**config.mk**
```make
export PLATFORM = sky130hd
export DESIGN_NAME = mbx_cmd_ctrl
export DESIGN_NICKNAME = d
export VERILOG_FILES = /design/src/rtl/mbx_ctrl_pkg.sv /design/src/rtl/mbx_rst_sync.sv /design/src/rtl/mbx_cmd_decode.sv /design/src/rtl/mbx_step_seq.sv /design/src/rtl/mbx_wait_timer.sv /design/src/rtl/mbx_cmd_ctrl.sv
export SDC_FILE = /design/constraint.sdc
export NUM_CORES = 1
export LEC_CHECK = 0
export BUFFER_PORTS_ARGS = -buffer_cell sky130_fd_sc_hd__clkbuf_2
export CORE_MARGIN = 5
export CORE_UTILIZATION = 59
export CTS_BUF_LIST = sky130_fd_sc_hd__clkbuf_4
export DETAILED_ROUTE_END_ITERATION = 7
export PLACE_DENSITY_LB_ADDON = 0.25
export SLEW_MARGIN = 20
export SYNTH_ARGS = -nofsm -noshare
export SYNTH_HDL_FRONTEND = slang
export SYNTH_SLANG_ARGS = --single-unit
```
**constraint.sdc**
```tcl
create_clock -name clk -period 3.7 [get_ports clk]
set_input_delay 0.185 -clock clk [delete_from_list [all_inputs] [get_ports clk]]
set_output_delay 0.185 -clock clk [all_outputs]
set_load 0.1 [all_outputs]
```
**src/rtl/mbx_ctrl_pkg.sv**
```systemverilog
package mbx_ctrl_pkg;

  localparam int unsigned NUM_ENG = 8;

  typedef enum logic [3:0] {
    STP_KEYGEN = 4'd0,
    STP_EPHEM  = 4'd1,
    STP_PUBKEY = 4'd2,
    STP_KDF    = 4'd3,
    STP_WRAP   = 4'd4,
    STP_CIPHER = 4'd5,
    STP_PACK   = 4'd6,
    STP_SIGN   = 4'd7,
    STP_END    = 4'd8
  } step_e;

  typedef enum logic [1:0] {
    MODE_NONE = 2'b00,
    MODE_ENC  = 2'b01,
    MODE_DEC  = 2'b10,
    MODE_TEST = 2'b11
  } mode_e;

  typedef enum logic [1:0] {
    ERR_NONE    = 2'd0,
    ERR_MODE    = 2'd1,
    ERR_ROLES   = 2'd2,
    ERR_TIMEOUT = 2'd3
  } err_e;

  typedef enum logic [2:0] {
    S_POLL, S_CHK, S_CLR, S_DEC, S_CALL, S_WAIT, S_NEXT, S_STAT
  } fsm_e;

endpackage

```
**src/rtl/mbx_rst_sync.sv**
```systemverilog
module mbx_rst_sync (
  input  logic clk,
  input  logic rst_ni,
  output logic rst_no
);
  logic [1:0] sync_q;

  always_ff @(posedge clk or negedge rst_ni) begin
    if (!rst_ni) sync_q <= 2'b00;
    else         sync_q <= {sync_q[0], 1'b1};
  end

  assign rst_no = sync_q[1];
endmodule

```
**src/rtl/mbx_cmd_decode.sv**
```systemverilog
module mbx_cmd_decode
  import mbx_ctrl_pkg::*;
#(
  parameter int unsigned DW       = 32,
  parameter int unsigned ROLE_W   = 4,
  parameter int unsigned ROLE_LSB = 4,
  parameter int unsigned LAST_BIT = 8
) (
  input  logic [DW-1:0]     word,
  input  logic              msg_open,
  output mode_e             mode,
  output logic [ROLE_W-1:0] roles,
  output logic              last,
  output logic              setup,
  output err_e              err
);
  logic unused_bits;

  assign mode  = mode_e'(word[1:0]);
  assign roles = word[ROLE_LSB +: ROLE_W];
  assign last  = word[LAST_BIT];
  assign unused_bits = ^word;

  // Self-test always runs the full chain; others skip setup when continuing.
  assign setup = !msg_open || (mode == MODE_TEST);

  always_comb begin
    err = ERR_NONE;
    if (mode == MODE_NONE)                                    err = ERR_MODE;
    else if ((mode == MODE_ENC) && setup && (roles == '0))    err = ERR_ROLES;
  end
endmodule

```
**src/rtl/mbx_step_seq.sv**
```systemverilog
module mbx_step_seq
  import mbx_ctrl_pkg::*;
#(
  parameter int unsigned ROLE_W = 4
) (
  input  logic              clk,
  input  logic              rst_n,
  input  logic              load,
  input  logic              adv,
  input  mode_e             ld_mode,
  input  logic [ROLE_W-1:0] ld_roles,
  input  logic              ld_last,
  input  logic              ld_setup,
  output step_e             step,
  output logic              inv
);
  step_e             step_q, step_d;
  logic              dec_q, dec_d;
  logic              test_q, test_d;
  logic              last_q, last_d;
  logic [ROLE_W-1:0] roles_q, roles_d;
  logic              seq_en;

  assign seq_en = load || adv;

  always_comb begin
    step_d  = step_q;
    dec_d   = dec_q;
    test_d  = test_q;
    last_d  = last_q;
    roles_d = roles_q;
    if (load) begin
      dec_d   = (ld_mode == MODE_DEC);
      test_d  = (ld_mode == MODE_TEST);
      last_d  = ld_last || (ld_mode == MODE_TEST);
      roles_d = (ld_mode == MODE_ENC) ? ld_roles : ROLE_W'(1);
      if (!ld_setup)                   step_d = STP_CIPHER;
      else if (ld_mode == MODE_DEC)    step_d = STP_KDF;
      else                             step_d = STP_KEYGEN;
    end else if (adv) begin
      unique case (step_q)
        STP_KEYGEN: step_d = STP_EPHEM;
        STP_EPHEM:  step_d = STP_PUBKEY;
        STP_PUBKEY: step_d = STP_KDF;
        STP_KDF:    step_d = STP_WRAP;
        STP_WRAP: begin
          roles_d = roles_q - ROLE_W'(1);
          step_d  = (roles_q > ROLE_W'(1)) ? STP_KDF : STP_CIPHER;
        end
        STP_CIPHER: step_d = dec_q ? (last_q ? STP_SIGN : STP_END) : STP_PACK;
        STP_PACK:   step_d = last_q ? STP_SIGN : STP_END;
        STP_SIGN:   step_d = STP_END;
        default:    step_d = STP_END;
      endcase
      // Self-test: the forward chain is followed by the inverse chain.
      if (test_q && !dec_q && (step_d == STP_END)) begin
        dec_d   = 1'b1;
        roles_d = ROLE_W'(1);
        step_d  = STP_KDF;
      end
    end
  end

  always_ff @(posedge clk or negedge rst_n) begin
    if (!rst_n) begin
      step_q  <= STP_END;
      dec_q   <= 1'b0;
      test_q  <= 1'b0;
      last_q  <= 1'b0;
      roles_q <= '0;
    end else if (seq_en) begin
      step_q  <= step_d;
      dec_q   <= dec_d;
      test_q  <= test_d;
      last_q  <= last_d;
      roles_q <= roles_d;
    end
  end

  assign step = step_q;
  assign inv  = dec_q;

  AST_WRAP_HAS_ROLE: assert property (@(posedge clk) disable iff (!rst_n)
    (step_q == STP_WRAP) |-> (roles_q != '0));
  AST_SIGN_ONLY_LAST: assert property (@(posedge clk) disable iff (!rst_n)
    (step_q == STP_SIGN) |-> last_q);
endmodule

```
**src/rtl/mbx_wait_timer.sv**
```systemverilog
module mbx_wait_timer #(
  parameter int unsigned LIMIT = 1024
) (
  input  logic clk,
  input  logic rst_n,
  input  logic run,
  input  logic done,
  output logic expired
);
  localparam int unsigned CW = $clog2(LIMIT + 1);

  logic [CW-1:0] cnt_q, cnt_d;
  logic          cnt_en;

  assign cnt_en = run || (cnt_q != '0);
  assign cnt_d  = run ? (cnt_q + CW'(1)) : '0;

  always_ff @(posedge clk or negedge rst_n) begin
    if (!rst_n)      cnt_q <= '0;
    else if (cnt_en) cnt_q <= cnt_d;
  end

  // Done wins when it arrives on the final allowed cycle.
  assign expired = run && !done && (cnt_q == CW'(LIMIT - 1));

  AST_WAIT_BOUND: assert property (@(posedge clk) disable iff (!rst_n)
    run |-> (cnt_q < CW'(LIMIT)));
endmodule

```
**src/rtl/mbx_cmd_ctrl.sv**
```systemverilog
module mbx_cmd_ctrl
  import mbx_ctrl_pkg::*;
#(
  parameter int unsigned DW          = 32,
  parameter int unsigned AW          = 4,
  parameter int unsigned CMD_ADDR    = 0,
  parameter int unsigned STAT_ADDR   = 1,
  parameter int unsigned ROLE_W      = 4,
  parameter int unsigned TIMEOUT_CYC = 1024
) (
  input  logic               clk,
  input  logic               rst_n,
  output logic               ram_en,
  output logic               ram_we,
  output logic [AW-1:0]      ram_addr,
  output logic [DW-1:0]      ram_wdata,
  input  logic [DW-1:0]      ram_rdata,
  output logic [NUM_ENG-1:0] eng_start,
  input  logic [NUM_ENG-1:0] eng_done,
  output logic               eng_inv
);
  localparam int unsigned VALID_BIT = DW - 1;
  localparam logic [AW-1:0] CMD_A  = AW'(CMD_ADDR);
  localparam logic [AW-1:0] STAT_A = AW'(STAT_ADDR);
  localparam logic [DW-1:0] VALID_MASK = {1'b1, {(DW-1){1'b0}}};

  logic rst_s;

  fsm_e              state_q, state_d;
  logic [DW-1:0]     cmd_q;
  logic              cmd_en;
  err_e              err_q, err_d;
  logic              err_en;
  logic              open_q, open_d, open_en;
  logic              seq_load, seq_adv;
  mode_e             dec_mode;
  logic [ROLE_W-1:0] dec_roles;
  logic              dec_last, dec_setup;
  err_e              dec_err;
  step_e             seq_step;
  logic [NUM_ENG-1:0] step_oh;
  logic              wait_run, tmo;

  mbx_rst_sync u_rst (.clk(clk), .rst_ni(rst_n), .rst_no(rst_s));

  mbx_cmd_decode #(.DW(DW), .ROLE_W(ROLE_W)) u_dec (
    .word(cmd_q), .msg_open(open_q), .mode(dec_mode), .roles(dec_roles),
    .last(dec_last), .setup(dec_setup), .err(dec_err)
  );

  mbx_step_seq #(.ROLE_W(ROLE_W)) u_seq (
    .clk(clk), .rst_n(rst_s), .load(seq_load), .adv(seq_adv),
    .ld_mode(dec_mode), .ld_roles(dec_roles), .ld_last(dec_last),
    .ld_setup(dec_setup), .step(seq_step), .inv(eng_inv)
  );

  assign step_oh  = NUM_ENG'(1) << seq_step;
  assign wait_run = (state_q == S_WAIT);

  mbx_wait_timer #(.LIMIT(TIMEOUT_CYC)) u_tmr (
    .clk(clk), .rst_n(rst_s), .run(wait_run),
    .done(|(eng_done & step_oh)), .expired(tmo)
  );

  always_comb begin
    state_d   = state_q;
    cmd_en    = 1'b0;
    err_en    = 1'b0;
    err_d     = err_q;
    open_en   = 1'b0;
    open_d    = open_q;
    seq_load  = 1'b0;
    seq_adv   = 1'b0;
    ram_en    = 1'b0;
    ram_we    = 1'b0;
    ram_addr  = CMD_A;
    ram_wdata = '0;
    eng_start = '0;
    unique case (state_q)
      S_POLL: begin
        ram_en  = 1'b1;
        state_d = S_CHK;
      end
      S_CHK: begin
        if (ram_rdata[VALID_BIT]) begin
          cmd_en  = 1'b1;
          state_d = S_CLR;
        end else begin
          state_d = S_POLL;
        end
      end
      S_CLR: begin
        ram_en    = 1'b1;
        ram_we    = 1'b1;
        ram_wdata = cmd_q & ~VALID_MASK;
        state_d   = S_DEC;
      end
      S_DEC: begin
        err_en = 1'b1;
        err_d  = dec_err;
        if (dec_err != ERR_NONE) begin
          open_en = 1'b1;
          open_d  = 1'b0;
          state_d = S_STAT;
        end else begin
          seq_load = 1'b1;
          state_d  = S_CALL;
        end
      end
      S_CALL: begin
        eng_start = step_oh;
        state_d   = S_WAIT;
      end
      S_WAIT: begin
        if (|(eng_done & step_oh)) begin
          seq_adv = 1'b1;
          state_d = S_NEXT;
        end else if (tmo) begin
          err_en  = 1'b1;
          err_d   = ERR_TIMEOUT;
          open_en = 1'b1;
          open_d  = 1'b0;
          state_d = S_STAT;
        end
      end
      S_NEXT: begin
        if (seq_step == STP_END) begin
          if (dec_mode != MODE_TEST) begin
            open_en = 1'b1;
            open_d  = !dec_last;
          end
          state_d = S_STAT;
        end else begin
          state_d = S_CALL;
        end
      end
      S_STAT: begin
        ram_en    = 1'b1;
        ram_we    = 1'b1;
        ram_addr  = STAT_A;
        ram_wdata = DW'({err_q, (err_q != ERR_NONE), 1'b1});
        state_d   = S_POLL;
      end
      default: state_d = S_POLL;
    endcase
  end

  always_ff @(posedge clk or negedge rst_s) begin
    if (!rst_s) state_q <= S_POLL;
    else        state_q <= state_d;
  end

  always_ff @(posedge clk or negedge rst_s) begin
    if (!rst_s)      cmd_q <= '0;
    else if (cmd_en) cmd_q <= ram_rdata;
  end

  always_ff @(posedge clk or negedge rst_s) begin
    if (!rst_s)      err_q <= ERR_NONE;
    else if (err_en) err_q <= err_d;
  end

  always_ff @(posedge clk or negedge rst_s) begin
    if (!rst_s)       open_q <= 1'b0;
    else if (open_en) open_q <= open_d;
  end

  AST_START_ONEHOT: assert property (@(posedge clk) disable iff (!rst_s)
    $onehot0(eng_start));
  AST_START_PULSE: assert property (@(posedge clk) disable iff (!rst_s)
    (eng_start != '0) |=> (eng_start == '0));
  AST_INV_HELD: assert property (@(posedge clk) disable iff (!rst_s)
    (eng_start != '0) |=> $stable(eng_inv));
  AST_WRITE_TARGET: assert property (@(posedge clk) disable iff (!rst_s)
    (ram_en && ram_we) |-> ((ram_addr == CMD_A) || (ram_addr == STAT_A)));
  AST_NO_CALL_IDLE: assert property (@(posedge clk) disable iff (!rst_s)
    (state_q == S_CHK && !ram_rdata[VALID_BIT]) |=> (eng_start == '0));
endmodule

```
==> flow_metrics.env, run 1 <==
export IMPL_startpoint_type="flip-flop"
export IMPL_clk_latency_ps=400
export IMPL_dr_total_vias=2933
export IMPL_hp_start="ram_rdata[21]"
export IMPL_r2r_cells=6
export IMPL_ir_drop_mv=0.6600
export IMPL_r2r_end="u_seq.step[1]$_DFFE_PN0P_"
export IMPL_syn_area_mm2=0.003357
export IMPL_layout_common_cells="84 x clkbuf_2, 59 x dfrtp_1, 32 x mux2_2, 28 x and2_1, 27 x nor2_1"
export IMPL_wire_per_inst_um=15.80
export IMPL_drive_above_1_share_pct=33.26
export IMPL_gp_congestion=0.8421
export IMPL_die_height_um=85.43
export IMPL_synth_avg_cell_area_um2=9.903
export IMPL_synth_edf_count=0
export IMPL_slew_violations=0
export IMPL_min_period_ps=2572
export IMPL_p_per_area_mw_per_mm2=848.8
export IMPL_leakage_nw=1.950
export IMPL_crit_type="reg2out"
export IMPL_final_common_cell="clkbuf_2"
export IMPL_outcome="completed"
export IMPL_cp_arrival_ps=2390
export IMPL_num_antenna_cells=0
export IMPL_grt_pass1_wl_um=13660
export IMPL_cts_tree="done"
export IMPL_start_util_pct=60.96
export IMPL_period_share_pct=69.52
export IMPL_io_buffers=84
export IMPL_cts_sinks=61
export IMPL_post_cts_setup_buffer_count=0
export IMPL_fin_nets=489
export IMPL_row_count=27
export IMPL_htreeDepth=3
export IMPL_worstPathMaxFanout=12
export IMPL_grt_pass1_vias=2892
export IMPL_fill_cells=370
export IMPL_grt_setup_unrepaired="no"
export IMPL_grt_max_degree=60
export IMPL_slew_headroom_pct=51.67
export IMPL_viasPerCell=5.640
export IMPL_core_area_mm2=0.005507
export IMPL_synthToLayoutAreaGrowth_pct=24.60
export IMPL_synthCells=339
export IMPL_path_clk_slew_ps=100
export IMPL_antenna_found_initial=0
export IMPL_drt_iter0_drc=179
export IMPL_wirelength_um=8216
export IMPL_ys_seq_area_share_pct=45.51
export IMPL_cts_made_buffers=9
export IMPL_root_buffer="clkbuf_4"
export IMPL_cts_buffer_depth=2
export IMPL_synth_ff_type="dfrtp_1"
export IMPL_first_pass_iters=5
export IMPL_reg2reg_slack_ps=1410
export IMPL_ys_ff_latch=61
export IMPL_max_freq_ghz=0.3888
export IMPL_hold_buffers=22
export IMPL_finalSetupViolCount=0
export IMPL_grt_remaining_overflow=0
export IMPL_pin_count=89
export IMPL_min_path_cells=2
export IMPL_cts_resized=0
export IMPL_place_hpwl_um=5489
export IMPL_final_setup_tns_ps=0
export IMPL_worstSetupEndpointType="output pin"
export IMPL_antenna_left=0
export IMPL_synth_distinct_cells=58
export IMPL_hp_class="in2reg"
export IMPL_drc_errors=0
export IMPL_cp_data_required_time_ps=3510
export IMPL_rr_startpoint="u_seq.step[2]$_DFFE_PN0P_"
export IMPL_hold_path_end="cmd_q[21]$_DFFE_PN0P_"
export IMPL_hold_violations=0
export IMPL_fp_dieW_um=85.43
export IMPL_grt_usage_pct=23.42
export IMPL_async_flop_share_pct=100.0
export IMPL_cap_violations=0
export IMPL_worst_slew_pin_slew_ps=725.0
export IMPL_fin_skew_ps=7.529
export IMPL_die_area_mm2=0.007298
export IMPL_power_mw=3.550
export IMPL_yosysWarningCount=0
==> power by group <==
group	switching, mW	internal, mW	total [mW]
combinational	1.29	0.577	1.87
sequential	0.305	0.926	1.23
clock	0.245	0.207	0.452
==> metal layers <==
layer / global-route usage (%) / routed length [um]
met1: 27.90 / 3367
met2: 39.05 / 4054
met3: 8.252 / 638
met4: 8.489 / 155
met5: 0 / 0
==> synthesized netlist by cell type, drive strengths merged (2+ instances only) <==
master  instances  share of area [%]
inv            12                1.3
o211ai          3               0.82
nand3          11                1.6
o21a            3               0.67
conb            2               0.22
o31a            4                1.0
o21bai          2               0.45
nor4            2               0.37
clkbuf         10                1.1
mux2i           2               0.60
and2           29                5.4
nand2          23                2.6
nor3b           4               0.89
nand4           8                1.5
nor2           27                3.0
buf            12                2.5
a32oi           2               0.52
dfrtp          60                 45
nor3            4               0.60
o21ai          16                2.4
o22ai           2               0.37
ha              4                1.5
o31ai           3               0.82
a221oi          2               0.71
mux2           33                 11
a22o            2               0.52
a21oi          14                2.1
or3             6                1.3
or2             5               0.93
nand3b          6                1.3
a31oi           2               0.37
nand2b          4               0.75
xor2            5                1.3
==> flip-flops by register name, summed over array words and instances (netlist names), 2 cells and up <==
| signal | count |
|---|---|
| err_q | 2 |
| u_seq.step | 4 |
| u_tmr.cnt_q | 11 |
| state_q | 3 |
| u_seq.roles_q | 4 |
| u_rst.sync_q | 2 |
| cmd_q | 31 |
==> cell families after synthesis <==
logic type | synth area share [%]
AOI/OAI and AO/OA | 12.97
xor gates and xnor gates | 1.565
adders and majority gates | 1.491
buffers and inverters | 4.920
DFF | 45.51
muxes | 11.67
other | 0.2237
and+or+nand+nor | 21.65
==> area by class of cell <==
type,instances,area [um^2],share of cell area (%)
well taps,72,90.09,2.154
flip-flops and latches,61,1529,36.55
clock inverters,6,55.05,1.316
multi-input cells,247,1695,40.53
clock buffers,10,75.07,1.795
repair buffers,112,693.2,16.57
inverters,12,45.04,1.077
==> metrics by stage <==
stage | hold WS, ps | setup slack, ps | utilization (%) | instance area (um^2) | cells
3_3_place_gp | -27.84 | 1530 | 69.05 | 3802 | 479
5_1_grt | 2.192 | 1041 | 75.96 | 4183 | 520
2_1_floorplan | -110.6 | 821.5 | - | 3368 | 342
4_1_cts | 0.4822 | 1144 | 75.41 | 4153 | 517
6_report | 19.99 | 1128 | 75.96 | 4183 | 520
3_5_place_dp | -26.63 | 1453 | 69.05 | 3802 | 479
==> critical path: stages, from the launching register on <==
cell and delay, ps:
dfrtp_1 530, or2_2 410, nor2_1 360, and3_1 220
clkbuf_2 450
==> how the worst max path moves through the flow <==
stage,startpoint,end,slack (ps),depth (start not counted)
floorplan,state_q[2]$_DFFE_PN0P_,ram_en,820,2
global placement,u_seq.step[2]$_DFFE_PN0P_,u_seq.step[1]$_DFFE_PN0P_,1530,6
detailed placement,u_seq.step[2]$_DFFE_PN0P_,u_seq.step[1]$_DFFE_PN0P_,1450,6
CTS,u_seq.step[0]$_DFFE_PN0P_,eng_start[4],1140,4
global route,u_seq.step[0]$_DFFE_PN0P_,eng_start[4],1040,4
finish,u_seq.step[0]$_DFFE_PN0P_,eng_start[4],1130,4
(Power assumes the default switching activity.)
==> inputs of run 2 (changes only) <==
--- a/config.mk
+++ b/config.mk
@@ -7,7 +7,7 @@
 export LEC_CHECK = 0
 export BUFFER_PORTS_ARGS = -buffer_cell sky130_fd_sc_hd__clkbuf_2
 export CORE_MARGIN = 5
-export CORE_UTILIZATION = 59
+export CORE_UTILIZATION = 55
 export CTS_BUF_LIST = sky130_fd_sc_hd__clkbuf_4
 export DETAILED_ROUTE_END_ITERATION = 7
 export PLACE_DENSITY_LB_ADDON = 0.25
==> constraint.sdc (replaced) <==
create_clock -name clk -period 2.65 [get_ports clk]
set_input_delay 0.1325 -clock clk [delete_from_list [all_inputs] [get_ports clk]]
set_output_delay 0.1325 -clock clk [all_outputs]
set_load 0.1 [all_outputs]
==> run 2 against run 1 <==
Compared with the run above: setup slack got worse by 950 ps; sequential power grew 40%; global-route usage hardly changed; largest cell class unchanged; wire length grew 4.3%; clock skew rose by 2.3 ps.
==> flow_metrics.env, run 2 (synthesis gave the netlist of run 1 again) <==
export IMPL_outcome="completed"
export IMPL_worstPathMaxFanout=12
export IMPL_final_common_cell="clkbuf_2"
export IMPL_stdcell_area_mm2=0.004292
export IMPL_dpl_cell_area_mm2=0.003814
export IMPL_clk_latency_ps=410
export IMPL_postLayoutCoreUtil_pct=72.49
export IMPL_power_share_clock_pct=14.4
export IMPL_grt_pass1_wl_um=14130
export IMPL_gp_congestion=0.8541
export IMPL_grt_usage_pct=23.46
export IMPL_cts_buffer_depth=2
export IMPL_power_switching_mw=2.585
export IMPL_finalSetupViolCount=0
export IMPL_cts_resized=0
export IMPL_p_per_area_mw_per_mm2=1183
export IMPL_crit_type="reg2out"
export IMPL_instances_no_fill=531
export IMPL_first_pass_iters=5
export IMPL_wire_per_inst_um=16.14
export IMPL_final_setup_tns_ps=0
export IMPL_min_period_ps=2474
export IMPL_layout_common_cells="84 x clkbuf_2, 59 x dfrtp_1, 32 x mux2_2, 32 x dlygate4sd3_1, 28 x and2_1"
export IMPL_wirelength_um=8572
export IMPL_ir_drop_mv=0.9594
export IMPL_top_register="cmd_q"
export IMPL_period_share_pct=93.36
export IMPL_hold_buffers=32
export IMPL_fin_skew_ps=9.787
export IMPL_htreeDepth=3
export IMPL_leakage_nw=1.996
export IMPL_grt_pass1_vias=2909
export IMPL_slew_violations=0
export IMPL_row_count=28
export IMPL_drt_iter0_drc=139
export IMPL_startpoint_type="flip-flop"
export IMPL_cp_arrival_ps=2340
export IMPL_grt_max_degree=60
export IMPL_io_buffers=84
export IMPL_cts_made_buffers=9
export IMPL_cts_tree="done"
export IMPL_hp_class="in2async"
export IMPL_hold_violations=0
export IMPL_die_height_um=88.13
export IMPL_dr_total_vias=2964
export IMPL_cp_data_required_time_ps=2520
export IMPL_place_hpwl_um=5433
export IMPL_comb_power_share_pct=51.7
export IMPL_swShare_pct=50.94
export IMPL_num_antenna_cells=0
export IMPL_cap_violations=0
export IMPL_antenna_found_initial=0
export IMPL_viasPerCell=5.582
export IMPL_grt_remaining_overflow=0
export IMPL_p_int_mw=2.490
export IMPL_cts_sinks=61
export IMPL_fill_cells=409
export IMPL_worstSetupEndpointType="output pin"
export IMPL_holdWs_ps=45.72
export IMPL_fin_nets=497
export IMPL_synthToLayoutAreaGrowth_pct=27.84
export IMPL_dp_cells=483
export IMPL_worst_slew_pin_slew_ps=739.2
export IMPL_root_buffer="clkbuf_4"
export IMPL_largest_reg_flops=31
export IMPL_pin_count=89
export IMPL_start_util_pct=56.70
export IMPL_max_freq_ghz=0.4042
export IMPL_antenna_left=0
export IMPL_grt_setup_unrepaired="no"
export IMPL_path_clk_slew_ps=110
export IMPL_post_cts_setup_buffer_count=0
export IMPL_core_area_mm2=0.005921
export IMPL_slew_headroom_pct=50.72
export IMPL_drive_above_1_share_pct=33.11
export IMPL_drc_errors=0
export IMPL_largestRegisters="cmd_q x31, u_tmr.cnt_q x11"
export IMPL_fp_dieW_um=88.13
export IMPL_p_seq_share_pct=33.8
export IMPL_die_area_mm2=0.007766
## run 2: cell types whose count changed in the layout (fill, tap and decap cells not counted), sizes merged
cell and delta:
dlygate4sd3 +7, bufinv +1, clkbuf -1, buf +1
## run 2: layout make-up
type,instances,area (um^2),area share (%)
clock inverter,7,90.09,2.099
clock buffer,9,67.56,1.574
timing repair buffer,120,770.7,17.96
multi-input combinational,247,1695,39.50
inverter,12,45.04,1.050
sequential,61,1529,35.63
tap,75,93.84,2.187
## run 2: metal layers
| layer | up-vias | part of all wire (%) | routed length, um | global-route usage (%) |
|---|---|---|---|---|
| met5 | - | 0 | 0 | 0 |
| met4 | 0 | 2.8 | 242 | 9.753 |
| met3 | 24 | 8.5 | 729 | 6.303 |
| met2 | 124 | 48 | 4127 | 38.36 |
| met1 | 1405 | 41 | 3472 | 29.56 |
| li1 | 1411 | - | - | - |
## run 2: stage by stage
step / setup slack, ps / power [mW]
floorplan: 202.8 / 3.825
global placement: 477.9 / 4.210
detailed placement: 399.8 / 4.282
CTS: 186.3 / 5.045
global route: 80.25 / 5.386
finish: 176.0 / 5.076
## run 2: final timing paths
| path | start | end | slack, ps | depth (start not counted) |
|---|---|---|---|---|
| max | u_seq.step[0]$_DFFE_PN0P_ | eng_start[4] | 180 | 4 |
| min | rst_n | u_rst.sync_q[1]$_DFF_PN0_ | 50 | 2 |
| max reg2reg | u_seq.step[2]$_DFFE_PN0P_ | u_seq.step[1]$_DFFE_PN0P_ | 380 | 6 |
| min reg2reg | u_rst.sync_q[0]$_DFF_PN0_ | u_rst.sync_q[1]$_DFF_PN0_ | 390 | 0 |
| max in group asynchronous | u_rst.sync_q[1]$_DFF_PN0_ | u_seq.roles_q[1]$_DFFE_PN0P_ | 1730 | 1 |
| min in group clk | ram_rdata[31] | state_q[1]$_DFFE_PN0P_ | 150 | 4 |
## run 2: worst max-delay path: stages, from the launching register on
cell,delay [ps]
dfrtp_1,530
or2_2,400
nor2_1,340
and3_1,220
clkbuf_2,460
## run 2: power by group through the flow
stage / clock network (mW) / logic, mW / registers, mW
final: 0.732 / 2.63 / 1.72
after global routing: 0.791 / 2.81 / 1.79
after CTS: 0.738 / 2.61 / 1.70
after detailed placement: 0 / 2.56 / 1.72
after global placement: 0 / 2.52 / 1.69
after floorplan: 0 / 2.27 / 1.55
==> inputs of run 3 (changes only) <==
--- a/config.mk
+++ b/config.mk
@@ -5,6 +5,7 @@
 export SDC_FILE = /design/constraint.sdc
 export NUM_CORES = 1
 export LEC_CHECK = 0
+export ABC_AREA = 1
 export BUFFER_PORTS_ARGS = -buffer_cell sky130_fd_sc_hd__clkbuf_2
 export CORE_MARGIN = 5
 export CORE_UTILIZATION = 55
==> run 3 against run 2 <==
Compared with the run above: synthesized cell count grew 38%; core utilization down 0.33 points; sequential power fell by 11%; clock skew rose by 3.5 ps; clock-buffer cell count grew 2; final cell count rose by 25%; register-to-register slack improved by 410 ps; first-iteration DRC count increased by 68%; power fell by 4.0%; final area rose by 0.73%; critical path type unchanged; largest cell class unchanged; largest power group unchanged.
==> flow_metrics.env, run 3 <==
export IMPL_synth_avg_cell_area_um2=7.331
export IMPL_final_common_cell="nand2_1"
export IMPL_power_share_clock_pct=10.5
export IMPL_start_util_pct=57.27
export IMPL_reg2reg_slack_ps=790
export IMPL_synth_ff_type="dfrtp_1"
export IMPL_gp_congestion=0.9042
export IMPL_largest_reg_flops=31
export IMPL_antenna_found_initial=0
export IMPL_setup_slack_ps=158.5
export IMPL_worst_slew_pin_slew_ps=798.1
export IMPL_viasPerCell=5.107
export IMPL_drive_above_1_share_pct=22.75
export IMPL_instances_no_fill=665
export IMPL_syn_area_mm2=0.003431
export IMPL_dpl_cell_area_mm2=0.003901
export IMPL_multi_input_area_mm2=0.001592
export IMPL_post_cts_setup_buffer_count=0
export IMPL_min_period_ps=2492
export IMPL_clk_latency_ps=400
export IMPL_hold_violations=0
export IMPL_final_setup_tns_ps=0
export IMPL_fin_skew_ps=13.27
export IMPL_finalSetupViolCount=0
export IMPL_grt_setup_unrepaired="no"
export IMPL_die_area_mm2=0.007917
export IMPL_ys_seq_area_share_pct=44.53
export IMPL_cts_made_buffers=9
export IMPL_cts_sinks=61
export IMPL_cp_endpoint="ram_wdata[17]"
export IMPL_synthTopCellsByArea="dfrtp_1 44%, nand2_1 13%, nor2_1 7.1%, inv_1 6.3%, nand3_1 5.4%"
export IMPL_synth_compound_area_share_pct=7.877
export IMPL_max_freq_ghz=0.4014
export IMPL_p_seq_share_pct=31.4
export IMPL_rr_startpoint="state_q[1]$_DFFE_PN0P_"
export IMPL_ir_drop_mv=0.9377
export IMPL_yosys_area_share_simple_pct=35.12
export IMPL_fin_nets=631
export IMPL_synth_top_family_by_area="simple AND/OR/NAND/NOR gates"
export IMPL_drt_iter0_drc=233
export IMPL_synth_edf_count=0
export IMPL_swShare_pct=56.04
export IMPL_io_buffers=84
export IMPL_drc_errors=0
export IMPL_path_clk_slew_ps=100
export IMPL_root_buffer="clkbuf_4"
export IMPL_wire_per_inst_um=13.48
export IMPL_r2r_end="cmd_q[15]$_DFFE_PN0P_"
export IMPL_synth_xor_area_share_pct=1.021
export IMPL_largestRegisters="cmd_q x31, u_tmr.cnt_q x11"
export IMPL_p_per_area_mw_per_mm2=1128
export IMPL_cp_arrival_ps=2360
export IMPL_wirelength_um=8967
export IMPL_row_count=28
export IMPL_power_switching_mw=2.732
export IMPL_synth_common_cells="118 x nand2_1, 65 x nor2_1, 60 x dfrtp_1, 58 x inv_1, 37 x nand3_1"
export IMPL_synthAdderAreaFrac_pct=1.459
export IMPL_dp_cells=617
export IMPL_grt_pass1_vias=3420
export IMPL_dr_total_vias=3396
export IMPL_synth_top_cell_by_area="dfrtp_1"
export IMPL_synthToLayoutAreaGrowth_pct=26.00
export IMPL_slew_violations=0
export IMPL_htreeDepth=3
export IMPL_synth_distinct_cells=34
export IMPL_p_int_mw=2.143
export IMPL_slew_headroom_pct=46.72
export IMPL_pin_count=89
export IMPL_top_register="cmd_q"
export IMPL_core_area_mm2=0.005991
export IMPL_synth_top_cell_area_share_pct=43.76
export IMPL_worstPathMaxFanout=22
export IMPL_period_share_pct=94.02
export IMPL_postLayoutCoreUtil_pct=72.16
export IMPL_comb_power_share_pct=58.0
export IMPL_grt_remaining_overflow=0
export IMPL_grt_pass1_wl_um=15230
export IMPL_cap_violations=0
export IMPL_startpoint="state_q[2]$_DFFE_PN0P_"
export IMPL_cts_tree="done"
export IMPL_die_height_um=88.98
export IMPL_grt_max_degree=61
export IMPL_hp_class="in2async"
export IMPL_stdcell_area_mm2=0.004323
export IMPL_antenna_left=0
export IMPL_async_flop_share_pct=100.0
export IMPL_first_pass_iters=5
export IMPL_r2r_cells=6
export IMPL_pre_cts_ws_ps=653.5
export IMPL_outcome="completed"
export IMPL_yosysWarningCount=0
export IMPL_worstSetupEndpointType="output pin"
export IMPL_fp_dieW_um=88.98
export IMPL_layout_common_cells="118 x nand2_1, 84 x clkbuf_2, 64 x nor2_1, 59 x dfrtp_1, 58 x inv_1"
export IMPL_ys_ff_latch=61
export IMPL_fill_cells=446
export IMPL_grt_usage_pct=24.63
export IMPL_place_hpwl_um=5868
export IMPL_leakage_nw=2.308
export IMPL_cp_data_required_time_ps=2520
export IMPL_startpoint_type="flip-flop"
export IMPL_cts_buffer_depth=2
export IMPL_synth_most_common_cell="nand2_1"
export IMPL_synthCells=468
export IMPL_ff_latch_area_mm2=0.001529
export IMPL_crit_type="reg2out"
export IMPL_synth_mux_area_share_pct=0
==> run 3: changes by cell type after synthesis, sizes merged, moves of 28 or more <==
cell	change
nor2	+47
mux2	-33
nand2	+104
nand3	+28
inv	+55
and2	-29
==> run 3: cell type report <==
type                            count  area share [%]
Timing Repair Buffer              118           17.48
Clock inverter                      4          0.3763
Clock buffer                       11           1.910
Inverter                           67           5.818
Sequential cell                    61           35.37
Tap cell                           75           2.171
Multi-Input combinational cell    328           36.82
Antenna cell                        1         0.05789
==> run 3: how the worst min path moves through the flow <==
stage | startpoint | to | slack [ps] | cells after the start
CTS | rst_n | u_rst.sync_q[1]$_DFF_PN0_ | 20 | 2
floorplan | rst_n | u_rst.sync_q[0]$_DFF_PN0_ | -160 | 0
global route | rst_n | u_rst.sync_q[1]$_DFF_PN0_ | 30 | 2
finish | rst_n | u_rst.sync_q[1]$_DFF_PN0_ | 40 | 2
detailed placement | rst_n | u_rst.sync_q[0]$_DFF_PN0_ | -80 | 1
global placement | rst_n | u_rst.sync_q[0]$_DFF_PN0_ | -80 | 1
==> run 3: timing repair <==
item	in CTS	in global routing
resized for setup	0	0
hold buffers	32	0
endpoints found under the hold margin	33	0
==> run 3: critical path, stage by stage, from the launching register on <==
cell	delay, ps
dfrtp_1	460
nor3_1	300
inv_1	260
buf_4	280
nor2_1	150
clkbuf_2	490
==> run 3: power groups by stage <==
stage	clock network, mW	registers, mW	logic (mW)
5_1_grt	0.565	1.57	3.11
3_5_place_dp	0	1.54	2.73
3_3_place_gp	0	1.52	2.69
6_report	0.514	1.53	2.83
4_1_cts	0.519	1.52	2.78
2_1_floorplan	0	1.54	2.26
==> run 3: cell families after synthesis <==
logic type      Yosys count
compound gates           51
xor+xnor                  4
fa+ha+maj                 4
buf+inv                  82
flops                    61
other cells               2
simple gates            264
==> run 3: per-stage QoR <==
stage	hold slack, ps	power [mW]
2_1_floorplan	-163.1	3.800
3_3_place_gp	-80.54	4.207
3_5_place_dp	-78.52	4.271
4_1_cts	21.48	4.819
5_1_grt	32.66	5.244
6_report	35.10	4.875
==> run 3: layer usage <==
| metal | vias to the layer above | global-route usage (%) | share of wire, % |
|---|---|---|---|
| li1 | 1693 | - | - |
| met1 | 1542 | 31.65 | 43 |
| met2 | 137 | 39.20 | 47 |
| met3 | 24 | 7.834 | 8.4 |
| met4 | 0 | 9.202 | 2.1 |
| met5 | - | 0 | 0 |
